**src/rtl/dm_load_cache.sv**
```systemverilog
module dm_load_cache #(
  parameter int ADDR_W = 32,
  parameter int LINES  = 8,
  parameter int WORDS  = 2
) (
  input  logic              clk,
  input  logic              rst_n,
  input  logic              req_valid,
  input  logic [ADDR_W-1:0] req_addr,
  input  logic [1:0]        req_size,
  output logic              stall,
  output logic              rsp_valid,
  output logic [31:0]       rsp_data,
  output logic              rsp_err,
  output logic              mem_req,
  output logic [ADDR_W-3:0] mem_addr,
  input  logic              mem_ack,
  input  logic [31:0]       mem_data
);
  localparam int IDX_W  = $clog2(LINES);
  localparam int WOFF_W = $clog2(WORDS);
  localparam int TAG_W  = ADDR_W - 2 - WOFF_W - IDX_W;
  localparam int IDX_LO = 2 + WOFF_W;
  localparam int TAG_LO = IDX_LO + IDX_W;

  logic [TAG_W-1:0]  tag_q [LINES];
  logic [WORDS-1:0]  vld_q [LINES];
  logic [31:0]       dat_q [LINES][WORDS];
  logic              filling_q;
  logic [ADDR_W-1:0] addr_q;
  logic [1:0]        size_q;

  logic [IDX_W-1:0]  r_idx, f_idx;
  logic [WOFF_W-1:0] r_wo, f_wo;
  logic [TAG_W-1:0]  r_tag, f_tag;
  logic              accept, misal, hit;

  assign r_idx = req_addr[TAG_LO-1:IDX_LO];
  assign r_wo  = req_addr[IDX_LO-1:2];
  assign r_tag = req_addr[ADDR_W-1:TAG_LO];
  assign f_idx = addr_q[TAG_LO-1:IDX_LO];
  assign f_wo  = addr_q[IDX_LO-1:2];
  assign f_tag = addr_q[ADDR_W-1:TAG_LO];

  assign accept = req_valid && !filling_q;
  assign misal  = (req_size == 2'd3) ||
                  (req_size == 2'd1 && req_addr[0]) ||
                  (req_size == 2'd2 && req_addr[1:0] != 2'b00);
  assign hit    = vld_q[r_idx][r_wo] && (tag_q[r_idx] == r_tag);

  assign stall    = filling_q;
  assign mem_req  = filling_q;
  assign mem_addr = addr_q[ADDR_W-1:2];

  function automatic logic [31:0] pick(input logic [31:0] w, input logic [1:0] off,
                                       input logic [1:0] sz);
    logic [31:0] sh;
    sh = w >> {off, 3'b000};
    case (sz)
      2'd0:    pick = {24'd0, sh[7:0]};
      2'd1:    pick = {16'd0, sh[15:0]};
      default: pick = w;
    endcase
  endfunction

  always_ff @(posedge clk) begin
    if (!rst_n) begin
      filling_q <= 1'b0;
      rsp_valid <= 1'b0;
      rsp_err   <= 1'b0;
      rsp_data  <= '0;
      addr_q    <= '0;
      size_q    <= '0;
      for (int i = 0; i < LINES; i++) vld_q[i] <= '0;
    end else begin
      rsp_valid <= 1'b0;
      rsp_err   <= 1'b0;
      if (filling_q) begin
        if (mem_ack) begin
          filling_q <= 1'b0;
          rsp_valid <= 1'b1;
          rsp_data  <= pick(mem_data, addr_q[1:0], size_q);
          if (tag_q[f_idx] != f_tag) vld_q[f_idx] <= WORDS'(1) << f_wo;
          else vld_q[f_idx][f_wo] <= 1'b1;
        end
      end else if (accept) begin
        if (misal) begin
          rsp_valid <= 1'b1;
          rsp_err   <= 1'b1;
          rsp_data  <= '0;
        end else if (hit) begin
          rsp_valid <= 1'b1;
          rsp_data  <= pick(dat_q[r_idx][r_wo], req_addr[1:0], req_size);
        end else begin
          filling_q <= 1'b1;
          addr_q    <= req_addr;
          size_q    <= req_size;
        end
      end
    end
  end

  always_ff @(posedge clk) begin
    if (filling_q && mem_ack) begin
      tag_q[f_idx]       <= f_tag;
      dat_q[f_idx][f_wo] <= mem_data;
    end
  end
endmodule


```
**config.mk**
```make
export PLATFORM = sky130hd
export DESIGN_NAME = dm_load_cache
export DESIGN_NICKNAME = d
export VERILOG_FILES = /design/src/rtl/dm_load_cache.sv
export SDC_FILE = /design/constraint.sdc
export NUM_CORES = 1
export LEC_CHECK = 0
export ABC_CLOCK_PERIOD_IN_PS = 10300
export BUFFER_PORTS_ARGS = -buffer_cell sky130_fd_sc_hd__buf_4
export CORE_UTILIZATION = 30
export CTS_CLUSTER_DIAMETER = 40
export DETAILED_ROUTE_END_ITERATION = 10
export SETUP_SLACK_MARGIN = 0.2
export SYNTH_ARGS = -nofsm -noshare
export SYNTH_HDL_FRONTEND = slang
export SYNTH_SLANG_ARGS = --single-unit
```
**constraint.sdc**
```tcl
create_clock -name clk -period 10.3 [get_ports clk]
set_input_delay 0 -clock clk [delete_from_list [all_inputs] [get_ports clk]]
set_output_delay 0 -clock clk [all_outputs]
set_load 0.05 [all_outputs]
```
==> impl_metrics.prom <==
# TYPE chip_impl_metric gauge
chip_impl_info{name="run_status",value="complete, no violations"} 1
chip_impl_metric{name="synth.avg_cell_area",unit="µm²"} 18.1
chip_impl_metric{name="remaining_drc_errors",unit=""} 0
chip_impl_metric{name="fmaxAchievable",unit="MHz"} 225
chip_impl_metric{name="crit_buf_inv",unit=""} 1
chip_impl_metric{name="maxCapViolations",unit=""} 0
chip_impl_info{name="synth_ff_type",value="sky130_fd_sc_hd__edfxtp_1"} 1
chip_impl_info{name="startpoint_type",value="register"} 1
chip_impl_metric{name="synth_largest_type_area_fraction",unit="%"} 64.4
chip_impl_metric{name="drt_first_iter_violations",unit=""} 2088
chip_impl_metric{name="post_route_core_utilization",unit="%"} 36.2
chip_impl_metric{name="floorplan.initialDensity",unit="%"} 30.4
chip_impl_metric{name="setup_total_negative_slack",unit="ps"} 0
chip_impl_metric{name="synthesized_flop_and_latch_total",unit=""} 808
chip_impl_metric{name="power_leakage",unit="nW"} 13.1
chip_impl_metric{name="maximum_number_of_pins_on_one_net_before_global_route_repair",unit=""} 94
chip_impl_info{name="critical-path-top-delay-family",value="simple AND/OR/NAND/NOR gates"} 1
chip_impl_metric{name="cts_inserted_buffers",unit=""} 96
chip_impl_metric{name="final_layout_size_suffix_gt1_share",unit="%"} 28.4
chip_impl_metric{name="detailedPlacementHpwl",unit="µm"} 51800
chip_impl_info{name="ys_top_cells_by_area",value="sky130_fd_sc_hd__edfxtp_1 64%, sky130_fd_sc_hd__mux4_2 15%, sky130_fd_sc_hd__mux2i_1 4.6%"} 1
chip_impl_metric{name="core_box_area",unit="µm²"} 113000
chip_impl_metric{name="cts_num_sinks",unit=""} 808
chip_impl_metric{name="synth-edff-count",unit=""} 736
chip_impl_info{name="critPathCaptureType",value="register"} 1
chip_impl_metric{name="design.die.area",unit="µm²"} 116000
chip_impl_metric{name="length_of_the_first_detailed_routing_pass_in_iterations",unit=""} 6
chip_impl_metric{name="cts_resized",unit=""} 0
chip_impl_metric{name="relSlewSlack",unit="%"} 21.6
chip_impl_metric{name="regArea",unit="µm²"} 23500
chip_impl_metric{name="avgRoutedWirePerCell",unit="µm"} 24.7
chip_impl_metric{name="critPathRequiredTime",unit="ps"} 10640
chip_impl_metric{name="cell_variety_after_synth",unit=""} 52
chip_impl_metric{name="placer_congestion",unit=""} 0.875
chip_impl_metric{name="fin_ws",unit="ps"} 5850
chip_impl_metric{name="powerDensity",unit="nW/µm²"} 187
chip_impl_metric{name="worst-slew-pin-transition",unit="ps"} 1170
chip_impl_metric{name="post_cts_hold_fix_bufs",unit=""} 74
chip_impl_metric{name="postSynth.asyncResetShare",unit="%"} 0
chip_impl_metric{name="cts_max_level",unit=""} 3
chip_impl_info{name="worst_setup_path_endpoint",value="vld_q[1][1]"} 1
chip_impl_metric{name="syn_inst",unit=""} 1891
chip_impl_metric{name="hold_viol_final",unit=""} 0
chip_impl_metric{name="total_stage_count_of_the_critical_path",unit=""} 9
chip_impl_metric{name="clock_tree.buffer_depth",unit=""} 3
chip_impl_metric{name="synth-seq-area-share",unit="%"} 68.6
chip_impl_metric{name="min_path_cells",unit=""} 3
chip_impl_metric{name="worstSkewPairLatency",unit="ps"} 670
chip_impl_metric{name="worst-r2r-cell-count",unit=""} 9
chip_impl_metric{name="report.final.slew_viol_count",unit=""} 0
chip_impl_metric{name="reg2reg_slack",unit="ps"} 5850
chip_impl_metric{name="ir_drop",unit="V"} 0.000154
chip_impl_metric{name="worst_setup_timing_slack_at_the_placement_stage",unit="ps"} 5670
chip_impl_metric{name="first_global_vias",unit=""} 19400
chip_impl_info{name="rsz0062_at_grt",value="no"} 1
chip_impl_metric{name="fin_crit_sh",unit="%"} 43.2
chip_impl_info{name="worst_flop_to_flop_path_endpoint",value="vld_q[1][1]"} 1
chip_impl_info{name="layout.cells.most_common_list",value="736 x sky130_fd_sc_hd__edfxtp_1, 224 x sky130_fd_sc_hd__mux4_2, 172 x sky130_fd_sc_hd__buf_4"} 1
chip_impl_metric{name="route.final.wire_length",unit="µm"} 90700
chip_impl_metric{name="yosys_synthesis_warning_count",unit=""} 0
chip_impl_info{name="clock_root_buffer",value="sky130_fd_sc_hd__clkbuf_16"} 1
chip_impl_info{name="hold_path_class",value="input pin to register"} 1
chip_impl_metric{name="path_max_fanout",unit=""} 31
chip_impl_metric{name="grt_pass1_wl",unit="µm"} 132000
chip_impl_info{name="tritoncts",value="built"} 1
chip_impl_metric{name="layout-area-overhead-vs-synth",unit="%"} 19.1
chip_impl_metric{name="num-fill-cells",unit=""} 10500
chip_impl_metric{name="syn_area",unit="µm²"} 34300
chip_impl_info{name="layout.cells.most_common",value="sky130_fd_sc_hd__edfxtp_1"} 1
chip_impl_metric{name="detailroute.via_count",unit=""} 19000
chip_impl_metric{name="nNetsFinal",unit=""} 2157
chip_impl_metric{name="setup_viol",unit=""} 0
chip_impl_info{name="critical-path-top-cell-by-count",value="sky130_fd_sc_hd__nor4_1"} 1
chip_impl_metric{name="syn_nets",unit=""} 1961
chip_impl_metric{name="horizontal_die_dimension",unit="µm"} 340
chip_impl_metric{name="dieHeight",unit="µm"} 340
chip_impl_info{name="crit_slowest_cell",value="sky130_fd_sc_hd__nor4_1"} 1
chip_impl_metric{name="floorplan.rows",unit=""} 123
chip_impl_metric{name="route.detailed.vias_per_inst",unit=""} 5.17
chip_impl_metric{name="postCtsSetupRepairBufs",unit=""} 0
chip_impl_info{name="crit_type",value="register to register"} 1
chip_impl_metric{name="drt.antenna.violating_nets",unit=""} 0
chip_impl_metric{name="grt_antenna_before_repair",unit=""} 4
chip_impl_metric{name="timing.final.crit_period",unit="ps"} 4450
chip_impl_metric{name="sum_of_overflow_across_all_layers_after_global_routing",unit=""} 0
chip_impl_info{name="post-synth-top-area-cell",value="sky130_fd_sc_hd__edfxtp_1"} 1
chip_impl_metric{name="clock_skew",unit="ps"} 44.6
chip_impl_metric{name="place.port_buffers",unit=""} 135
chip_impl_metric{name="grt_util_all_layers",unit="%"} 15.5
chip_impl_metric{name="critPathArrivalTime",unit="ps"} 4790
chip_impl_metric{name="cts.clk_slew.worst_paths",unit="ps"} 50
chip_impl_metric{name="pin_count",unit=""} 136
chip_impl_info{name="path_cells",value="buf_4, mux4_2, mux2i_1, xnor2_1, nor4_1, nand4_1, nor4_1, nor2b_1, o21ai_0"} 1
chip_impl_metric{name="cp_slowest_stage_delay",unit="ps"} 730
chip_impl_metric{name="multi_input_comb_area",unit="µm²"} 9990
[flip-flops by register name (all words and copies together) (netlist names), named ones only]
signal / cells
rsp_err: 1
size_q: 2
dat_q: 512
mem_req: 1
tag_q: 208
addr_q: 32
vld_q: 16
rsp_data: 32
rsp_valid: 1
[through the flow]
stage / hold WS, ps / std cells / power [mW] / instance area, µm²
2_1_floorplan: 98.9 / 1891 / 4.03 / 34300
3_3_place_gp: 277 / 3415 / 4.20 / 36800
3_5_place_dp: 285 / 3415 / 4.21 / 36800
4_1_cts: 49.4 / 3671 / 7.72 / 40900
5_1_grt: 74.0 / 3672 / 7.88 / 40900
6_report: 75.3 / 3672 / 7.65 / 40900
[power by group]
| part | internal (mW) | switching [mW] |
|---|---|---|
| clock network | 2.05 | 1.43 |
| registers | 3.60 | 0.0388 |
| logic | 0.215 | 0.312 |
| total | 5.87 | 1.78 |
[cells in the mapped netlist (3+ instances only)]
cell                       instances
sky130_fd_sc_hd__or3_1            15
sky130_fd_sc_hd__nand3b_1         12
sky130_fd_sc_hd__mux2_1            5
sky130_fd_sc_hd__nand3_1          23
sky130_fd_sc_hd__or2_2             7
sky130_fd_sc_hd__nand2_1         128
sky130_fd_sc_hd__buf_2            29
sky130_fd_sc_hd__xnor2_1          27
sky130_fd_sc_hd__a21oi_1          17
sky130_fd_sc_hd__nor4_1            6
sky130_fd_sc_hd__nor2b_1           9
sky130_fd_sc_hd__and2_1           10
sky130_fd_sc_hd__buf_6             9
sky130_fd_sc_hd__mux2i_1         157
sky130_fd_sc_hd__buf_1            29
sky130_fd_sc_hd__dfxtp_1          72
sky130_fd_sc_hd__mux4_2          224
sky130_fd_sc_hd__nor2_1           56
sky130_fd_sc_hd__a221oi_1          3
sky130_fd_sc_hd__o221ai_1         16
sky130_fd_sc_hd__and3_1            3
sky130_fd_sc_hd__a22o_1           21
sky130_fd_sc_hd__o211ai_1          8
sky130_fd_sc_hd__a31oi_1          16
sky130_fd_sc_hd__o22ai_1           7
sky130_fd_sc_hd__nand2b_1          4
sky130_fd_sc_hd__mux2_2           29
sky130_fd_sc_hd__buf_4            38
sky130_fd_sc_hd__edfxtp_1        736
sky130_fd_sc_hd__o21ai_0          46
sky130_fd_sc_hd__clkbuf_1         46
sky130_fd_sc_hd__xor2_1           19
sky130_fd_sc_hd__nand4_1           9
sky130_fd_sc_hd__a22oi_1          26
sky130_fd_sc_hd__inv_1             9
[cell type report]
type                            count  share of cell area, %
Multi-Input combinational cell    922                   24.4
Inverter                           10                 0.0918
Clock buffer                      109                   6.07
Tap cell                         1500                   4.59
Clock inverter                     73                   2.12
Timing Repair Buffer              249                   5.07
Antenna cell                        1                0.00612
Sequential cell                   808                   57.6
[worst min path at each step]
stage                       from     endpoint
global placement    req_addr[14]   addr_q[14]
floorplan            mem_data[0]  dat_q[0][0]
CTS                  req_addr[3]     register
global route         req_addr[3]     register
finish               req_addr[3]     register
detailed placement  req_addr[16]   addr_q[16]
[layer usage]
| layer | share of wire [%] | global-route usage [%] | routed length [µm] |
|---|---|---|---|
| met5 | 0.0088 | 0 | 8 |
| met4 | 2.2 | 4.06 | 1980 |
| met3 | 8.9 | 4.11 | 8040 |
| met2 | 47 | 24.2 | 42200 |
| met1 | 42 | 21.3 | 38400 |
[worst min-delay path, stage by stage]
cell and delay, ps:
sky130_fd_sc_hd__buf_8 250, sky130_fd_sc_hd__nand2_1 170, sky130_fd_sc_hd__mux2i_1 100
[cells by family (layout without fill, tap and decap cells)]
| family | Yosys count | count (layout) | share of synthesized area, % |
|---|---|---|---|
| AOI/OAI and AO/OA | 168 | 168 | 3.29 |
| xor gates and xnor gates | 46 | 46 | 1.17 |
| buffers and inverters | 161 | 441 | 2.48 |
| DFF | 808 | 808 | 68.6 |
| muxes | 415 | 415 | 20.4 |
| other | 0 | 1 | 0 |
| and+or+nand+nor | 293 | 293 | 4.03 |
Power figures use the tool's default switching activity.
